<file path="config.mk">
export PLATFORM = sky130hd
export DESIGN_NAME = mlpwm_top
export DESIGN_NICKNAME = d
export VERILOG_FILES = /design/src/rtl/mlpwm_pkg.sv /design/src/rtl/mlpwm_carrier_gen.sv /design/src/rtl/mlpwm_level_cmp.sv /design/src/rtl/mlpwm_sw_encoder.sv /design/src/rtl/mlpwm_top.sv
export SDC_FILE = /design/constraint.sdc
export NUM_CORES = 1
export LEC_CHECK = 0
export BUFFER_PORTS_ARGS = -buffer_cell sky130_fd_sc_hd__clkbuf_2
export CAP_MARGIN = 30
export CORE_MARGIN = 4
export CORE_UTILIZATION = 58
export CTS_CLUSTER_DIAMETER = 60
export DETAILED_ROUTE_END_ITERATION = 10
export GPL_TIMING_DRIVEN = 0
export HOLD_SLACK_MARGIN = 0.08
export PLACE_DENSITY = 0.78
export SYNTH_ARGS = -nofsm -noshare
export SYNTH_HDL_FRONTEND = slang
export SYNTH_SLANG_ARGS = --single-unit
</file>
<file path="constraint.sdc">
create_clock -name clk -period 4.22 [get_ports clk]
set_clock_uncertainty 0.2 [all_clocks]
set_input_delay 0.211 -clock clk [delete_from_list [all_inputs] [get_ports clk]]
set_output_delay 0.211 -clock clk [all_outputs]
set_load 0.02 [all_outputs]
</file>
<file path="src/rtl/mlpwm_pkg.sv">
package mlpwm_pkg;

    localparam int NUM_LEVELS = 5;
    localparam int NUM_CAR    = NUM_LEVELS - 1;
    localparam int CNT_W      = $clog2(NUM_CAR + 1);

    typedef enum logic [1:0] {
        CAR_PD  = 2'b00,
        CAR_POD = 2'b01,
        CAR_VF  = 2'b10,
        CAR_RSV = 2'b11
    } car_mode_e;

    typedef enum logic {
        PH_RISE = 1'b0,
        PH_FALL = 1'b1
    } ph_state_e;

    typedef enum logic [2:0] {
        LV_NEG2 = 3'b110,
        LV_NEG1 = 3'b111,
        LV_ZERO = 3'b000,
        LV_POS1 = 3'b001,
        LV_POS2 = 3'b010
    } level_e;

    typedef struct packed {
        logic       aux;
        logic [3:0] bridge;
    } sw_state_t;

endpackage

</file>
<file path="src/rtl/mlpwm_carrier_gen.sv">
module mlpwm_carrier_gen
    import mlpwm_pkg::*;
#(
    parameter int DATA_W     = 12,
    parameter int HALF_STEPS = 64
) (
    input  logic                           clk,
    input  logic                           rst,
    input  logic [1:0]                     mode_req,
    output logic [NUM_CAR-1:0][DATA_W-1:0] car_o
);

    localparam int BAND     = 2 ** (DATA_W - 2);
    localparam int SCALE    = BAND / HALF_STEPS;
    localparam int IDX_W    = $clog2(HALF_STEPS);
    localparam int IDX_TOP  = HALF_STEPS - 1;
    localparam int IDX_MID  = HALF_STEPS / 2;

    ph_state_e          st_q, st_d;
    car_mode_e          mode_q, mode_d;
    logic [IDX_W-1:0]   idx_q, idx_d;
    logic               at_peak, at_floor;

    logic [IDX_W-1:0]   idx_mirror, idx_fast;
    logic [DATA_W-1:0]  tri_slow, tri_mirror, tri_fast;

    assign at_peak  = (idx_q == IDX_W'(IDX_TOP));
    assign at_floor = (idx_q == '0);

    // state register
    always_ff @(posedge clk) begin
        if (rst) begin
            st_q   <= PH_RISE;
            idx_q  <= '0;
            mode_q <= CAR_PD;
        end else begin
            st_q   <= st_d;
            idx_q  <= idx_d;
            mode_q <= mode_d;
        end
    end

    // next state: peak turn and floor turn
    always_comb begin
        st_d   = st_q;
        idx_d  = idx_q;
        mode_d = mode_q;
        unique case (st_q)
            PH_RISE: begin
                if (at_peak) st_d  = PH_FALL;
                else         idx_d = idx_q + 1'b1;
            end
            PH_FALL: begin
                if (at_floor) begin
                    st_d   = PH_RISE;
                    mode_d = car_mode_e'(mode_req);
                end else begin
                    idx_d  = idx_q - 1'b1;
                end
            end
            default: st_d = PH_RISE;
        endcase
    end

    // triangle shapes derived from the one index
    always_comb begin
        idx_mirror = IDX_W'(IDX_TOP) - idx_q;
        if (idx_q < IDX_W'(IDX_MID)) idx_fast = {idx_q[IDX_W-2:0], 1'b0};
        else                         idx_fast = {idx_mirror[IDX_W-2:0], 1'b1};
        tri_slow   = DATA_W'(idx_q)      * DATA_W'(SCALE);
        tri_mirror = DATA_W'(idx_mirror) * DATA_W'(SCALE);
        tri_fast   = DATA_W'(idx_fast)   * DATA_W'(SCALE);
    end

    // per-carrier band offset and shape selection
    for (genvar k = 0; k < NUM_CAR; k++) begin : g_car
        localparam logic [DATA_W-1:0] BASE  = DATA_W'(k * BAND - 2 ** (DATA_W - 1));
        localparam bit                LOWER = (k < NUM_CAR / 2);
        localparam bit                INNER = (k > 0) && (k < NUM_CAR - 1);
        logic [DATA_W-1:0] shape;
        always_comb begin
            unique case (mode_q)
                CAR_POD: shape = LOWER ? tri_mirror : tri_slow;
                CAR_VF:  shape = INNER ? tri_fast   : tri_slow;
                default: shape = tri_slow;
            endcase
            car_o[k] = BASE + shape;
        end
    end

    AST_TURN_FLOOR: assert property (@(posedge clk) disable iff (rst)
        (st_q == PH_FALL && at_floor) |=> (st_q == PH_RISE && idx_q == '0));
    AST_TURN_PEAK: assert property (@(posedge clk) disable iff (rst)
        (st_q == PH_RISE && at_peak) |=> (st_q == PH_FALL && idx_q == IDX_W'(IDX_TOP)));
    AST_MODE_HOLD: assert property (@(posedge clk) disable iff (rst)
        !(st_q == PH_FALL && at_floor) |=> $stable(mode_q));

endmodule

</file>
<file path="src/rtl/mlpwm_level_cmp.sv">
module mlpwm_level_cmp
    import mlpwm_pkg::*;
#(
    parameter int DATA_W = 12
) (
    input  logic                           clk,
    input  logic                           rst,
    input  logic [DATA_W-1:0]              ref_i,
    input  logic [NUM_CAR-1:0][DATA_W-1:0] car_i,
    output logic [CNT_W-1:0]               cnt_o
);

    logic [NUM_CAR-1:0] above;

    for (genvar k = 0; k < NUM_CAR; k++) begin : g_cmp
        assign above[k] = ($signed(ref_i) > $signed(car_i[k]));
    end

    assign cnt_o = CNT_W'($countones(above));

    AST_THERMO: assert property (@(posedge clk) disable iff (rst)
        (((above + 1'b1) & above) == '0));

endmodule

</file>
<file path="src/rtl/mlpwm_sw_encoder.sv">
module mlpwm_sw_encoder
    import mlpwm_pkg::*;
(
    input  logic             clk,
    input  logic             rst,
    input  logic [CNT_W-1:0] cnt_i,
    output logic [2:0]       level_o,
    output logic             aux_o,
    output logic [3:0]       bridge_o
);

    level_e    level_q, level_d;
    sw_state_t sw_q, sw_d;

    always_ff @(posedge clk) begin
        if (rst) begin
            level_q <= LV_ZERO;
            sw_q    <= '{aux: 1'b0, bridge: 4'b0001};
        end else begin
            level_q <= level_d;
            sw_q    <= sw_d;
        end
    end

    always_comb begin
        unique case (cnt_i)
            CNT_W'(0): level_d = LV_NEG2;
            CNT_W'(1): level_d = LV_NEG1;
            CNT_W'(2): level_d = LV_ZERO;
            CNT_W'(3): level_d = LV_POS1;
            CNT_W'(4): level_d = LV_POS2;
            default:   level_d = LV_ZERO;
        endcase
    end

    always_comb begin
        unique case (level_d)
            LV_POS2: sw_d = '{aux: 1'b0, bridge: 4'b1100};
            LV_POS1: sw_d = '{aux: 1'b1, bridge: 4'b0000};
            LV_ZERO: sw_d = '{aux: 1'b0, bridge: 4'b0001};
            LV_NEG1: sw_d = '{aux: 1'b1, bridge: 4'b0100};
            LV_NEG2: sw_d = '{aux: 1'b0, bridge: 4'b0011};
            default: sw_d = '{aux: 1'b0, bridge: 4'b0001};
        endcase
    end

    assign level_o  = level_q;
    assign aux_o    = sw_q.aux;
    assign bridge_o = sw_q.bridge;

    AST_LEGAL_SW: assert property (@(posedge clk) disable iff (rst)
        (sw_q == 5'b01100 || sw_q == 5'b10000 || sw_q == 5'b00001 ||
         sw_q == 5'b10100 || sw_q == 5'b00011));
    AST_AUX_ODD: assert property (@(posedge clk) disable iff (rst)
        (sw_q.aux == level_q[0]));
    AST_RESET_ZERO: assert property (@(posedge clk)
        $past(rst) |-> (level_q == LV_ZERO && sw_q == 5'b00001));

endmodule

</file>
<file path="src/rtl/mlpwm_top.sv">
module mlpwm_top
    import mlpwm_pkg::*;
#(
    parameter int DATA_W     = 12,
    parameter int HALF_STEPS = 64
) (
    input  logic              clk,
    input  logic              rst,
    input  logic [1:0]        mode_sel,
    input  logic [DATA_W-1:0] ref_sample,
    output logic [2:0]        level_out,
    output logic              sw_aux,
    output logic [3:0]        sw_bridge
);

    logic [NUM_CAR-1:0][DATA_W-1:0] carriers;
    logic [CNT_W-1:0]               n_below;

    mlpwm_carrier_gen #(
        .DATA_W     (DATA_W),
        .HALF_STEPS (HALF_STEPS)
    ) u_car (
        .clk      (clk),
        .rst      (rst),
        .mode_req (mode_sel),
        .car_o    (carriers)
    );

    mlpwm_level_cmp #(
        .DATA_W (DATA_W)
    ) u_cmp (
        .clk   (clk),
        .rst   (rst),
        .ref_i (ref_sample),
        .car_i (carriers),
        .cnt_o (n_below)
    );

    mlpwm_sw_encoder u_enc (
        .clk      (clk),
        .rst      (rst),
        .cnt_i    (n_below),
        .level_o  (level_out),
        .aux_o    (sw_aux),
        .bridge_o (sw_bridge)
    );

endmodule

</file>
==> flow_summary.json <==
{
  "outcome": "finished, final reports clean",
  "layout-drive-gt1-share_pct": 17.98,
  "ant_nets": 0,
  "clk-insertion-delay-late_ns": 0.29,
  "synth_cell_types": 42,
  "routedWlPerCell_um": 15.03,
  "routed_wl_um": 3893,
  "clk_path_buf_depth": 2,
  "first_pass_iters": 4,
  "num_io_pins": 24,
  "antenna_found_initial": 0,
  "timing.critical_path.to_type": "flop",
  "regArea_um2": 340.3,
  "post-dp-hpwl_um": 3235,
  "syn-instance-count": 200,
  "cts_max_level": 1,
  "rsz0062_at_grt": "false",
  "path_cells": "inv_1 -> ha_1 -> xnor2_1 -> ha_1 -> nor2b_1 -> o21ai_0 -> a21oi_1 -> a2111oi_1 -> o21ai_0 -> ha_1 -> ha_1 -> fa_1 -> nand2b_1 -> a211oi_1",
  "grt_pass1_vias": 1632,
  "cp_max_fo": 6,
  "ys_ff_latch": 17,
  "coreArea_um2": 2829,
  "max-vdd-ir-drop_mv": 0.2203,
  "power_density_nw_per_um2": 212.6,
  "numCtsBuffers": 3,
  "viasPerCell": 5.869,
  "die_y_um": 63.00,
  "async_reset_ff_share_pct": 0,
  "drc_errors": 0,
  "rows": 19,
  "route.vias.total": 1520,
  "grt_max_degree": 11,
  "cpPeakStageDelay_ns": 0.46,
  "fill_cells": 232,
  "holdWs_ns": 0.3566,
  "path_class": "flop to flop",
  "tns_ns": 0,
  "drtIter0Drc": 53,
  "path_clk_slew_ns": 0.10,
  "port_buffers": 23,
  "synth_top_area_share_pct": 25.68,
  "hp-class": "flop to flop",
  "cts.sinks": 17,
  "yosys.area.top_type": "ha_1",
  "ys_seq_area_share_pct": 19.40,
  "gp_congestion": 0.8411,
  "fin_crit_ns": 3.896,
  "grt_usage_pct": 21.66,
  "p_leak_nw": 0.9197,
  "hold_violations": 0,
  "gr-total-overflow": 0,
  "maxCapViolations": 0,
  "dieArea_um2": 3968,
  "start_kind": "flop",
  "synth_ff_type": "dfxtp_1",
  "initial_utilization_pct": 62.01,
  "cp.arrival_ns": 3.91,
  "grt_pass1_wl_um": 6996,
  "max_freq_mhz": 256.7,
  "relSlewSlack_pct": 71.23,
  "diodes": 0,
  "die_w_um": 63.00,
  "tightest_slew_ns": 0.4315,
  "synth_area_leaders": "ha_1 (26%), dfxtp_1 (19%), o21a_1 (4.7%)",
  "slowest_stage": "fa_1",
  "yosys_warnings": 0,
  "path_common_cell": "ha_1",
  "critPathRequiredTime_ns": 4.24,
  "multi_input_area_um2": 1324,
  "synth_enable_flop_cells": 0,
  "cts_tree": "done",
  "avgSynthCellArea_um2": 8.771,
  "syn-num-nets": 254,
  "syn2layout_area_growth_pct": 11.70,
  "cts_root_buf": "clkbuf_4",
  "nets": 283,
  "syn_area_um2": 1754,
  "cts_setup_buffers": 0,
  "setup_viol": 0,
  "report.final.slew_viol_count": 0,
  "fin_crit_sh_pct": 92.31
}
cells by family (layout without fill, tap and decap cells):
group / after synthesis / after routing / share of synthesized area [%]
buffers and inverters: 21 / 49 / 5.206
adder cells (fa/ha/maj): 38 / 38 / 27.96
AO/OA/AOI/OAI: 50 / 50 / 18.33
flip-flops: 17 / 17 / 19.40
AND/OR/NAND/NOR: 53 / 53 / 17.90
multiplexers: 9 / 9 / 5.207
XOR/XNOR: 12 / 12 / 5.991
per-stage QoR:
stage | area (um^2) | utilization, % | total power, mW | instances | setup WS [ns]
CTS | 1966 | 69.48 | 0.4197 | 261 | 0.1322
global placement | 1908 | 67.45 | 0.3235 | 254 | 0.3273
finish | 1959 | 69.26 | 0.4166 | 259 | 0.3245
global route | 1959 | 69.26 | 0.4477 | 259 | 0.02102
detailed placement | 1908 | 67.45 | 0.3320 | 254 | 0.1965
floorplan | 1754 | - | 0.2861 | 200 | 0.5938
area by class of cell:
type / count / area share [%]
Sequential cell: 17 / 17.37
Multi-Input combinational cell: 162 / 67.56
Tap cell: 31 / 1.980
Timing Repair Buffer: 26 / 7.407
Buffer: 7 / 1.980
Clock buffer: 3 / 1.149
Clock inverter: 1 / 0.2554
Inverter: 12 / 2.299
layer usage:
metal	vias up	wire, um	share of wire (%)	global-route usage [%]
li1	776	-	-	-
met5	-	0	0	0
met4	0	129	3.3	10.74
met3	13	182	4.7	3.777
met2	40	1920	49	39.00
met1	691	1661	43	24.18
final timing paths:
path	from	to	slack, ns	cells after the start
setup / recovery	u_car.mode_q[1]$_SDFFE_PP0P_	u_enc.bridge_o[2]$_SDFF_PP0_	0.32	14
hold / removal	u_car.mode_q[1]$_SDFFE_PP0P_	u_car.mode_q[1]$_SDFFE_PP0P_	0.36	2
setup reg to reg	u_car.mode_q[1]$_SDFFE_PP0P_	u_enc.bridge_o[2]$_SDFF_PP0_	0.32	14
hold reg to reg	u_car.mode_q[1]$_SDFFE_PP0P_	u_car.mode_q[1]$_SDFFE_PP0P_	0.36	2
critical path, delay by kind of cell (launching register included):
kind,cells,cell delay [ns]
adder cells (fa/ha/maj),5,1.59
AO/OA/AOI/OAI,5,1.01
AND/OR/NAND/NOR,2,0.40
flip-flops,1,0.37
XOR/XNOR,1,0.17
buffers and inverters,1,0.08
synth_stat cells (all sizes together), types with 2 or more instances:
library cell,count
mux2i,8
a21oi,12
dfxtp,17
buf,5
inv,12
xor2,7
nor4,2
o21ai,15
nand2b,5
nor2b,6
nand3,3
a211oi,5
fa,2
nor3,6
nor2,9
nand4,3
xnor2,5
nand2,12
o21a,11
clkbuf,4
ha,36
sequential cells by signal (all words and copies together), names as in the netlist:
name and cells:
u_enc.bridge_o 4, u_enc.level_o 3, u_enc.aux_o 1, u_car.st_q 1
u_car.idx_q 6, u_car.mode_q 2
report_power, final:
| group | total (mW) | switching (mW) | internal (mW) |
|---|---|---|---|
| Clock | 0.0862 | 0.0509 | 0.0353 |
| Combinational | 0.153 | 0.0869 | 0.0662 |
| Sequential | 0.177 | 0.00369 | 0.174 |
cell usage in the layout, fill, tap and decap left out, types with 2 or more instances in the layout:
cell type      Yosys  layout
mux2i_1            8       8
o21ai_0           15      15
nor2b_1            6       6
clkbuf_2           0      23
nand4_1            3       3
dlygate4sd3_1      0       3
o21a_1            11      11
fa_1               2       2
nand3_1            2       2
inv_1             12      12
buf_2              4       4
nand2b_1           5       5
xor2_1             7       7
nand2_1           11      11
xnor2_1            5       5
nor3_1             6       6
clkbuf_1           4       2
clkbuf_4           0       3
ha_1              36      36
nor2_1             9       9
a21oi_1           11      11
dfxtp_1           17      17
a211oi_1           4       4
timing repair:
| action | CTS | global route |
|---|---|---|
| gates resized for setup | 0 | 1 |
| setup endpoints to repair | 0 | 7 |
| hold endpoints to repair | 5 | 0 |
| hold buffers | 3 | 0 |
Note: power is estimated with default switching activity, not from simulation.
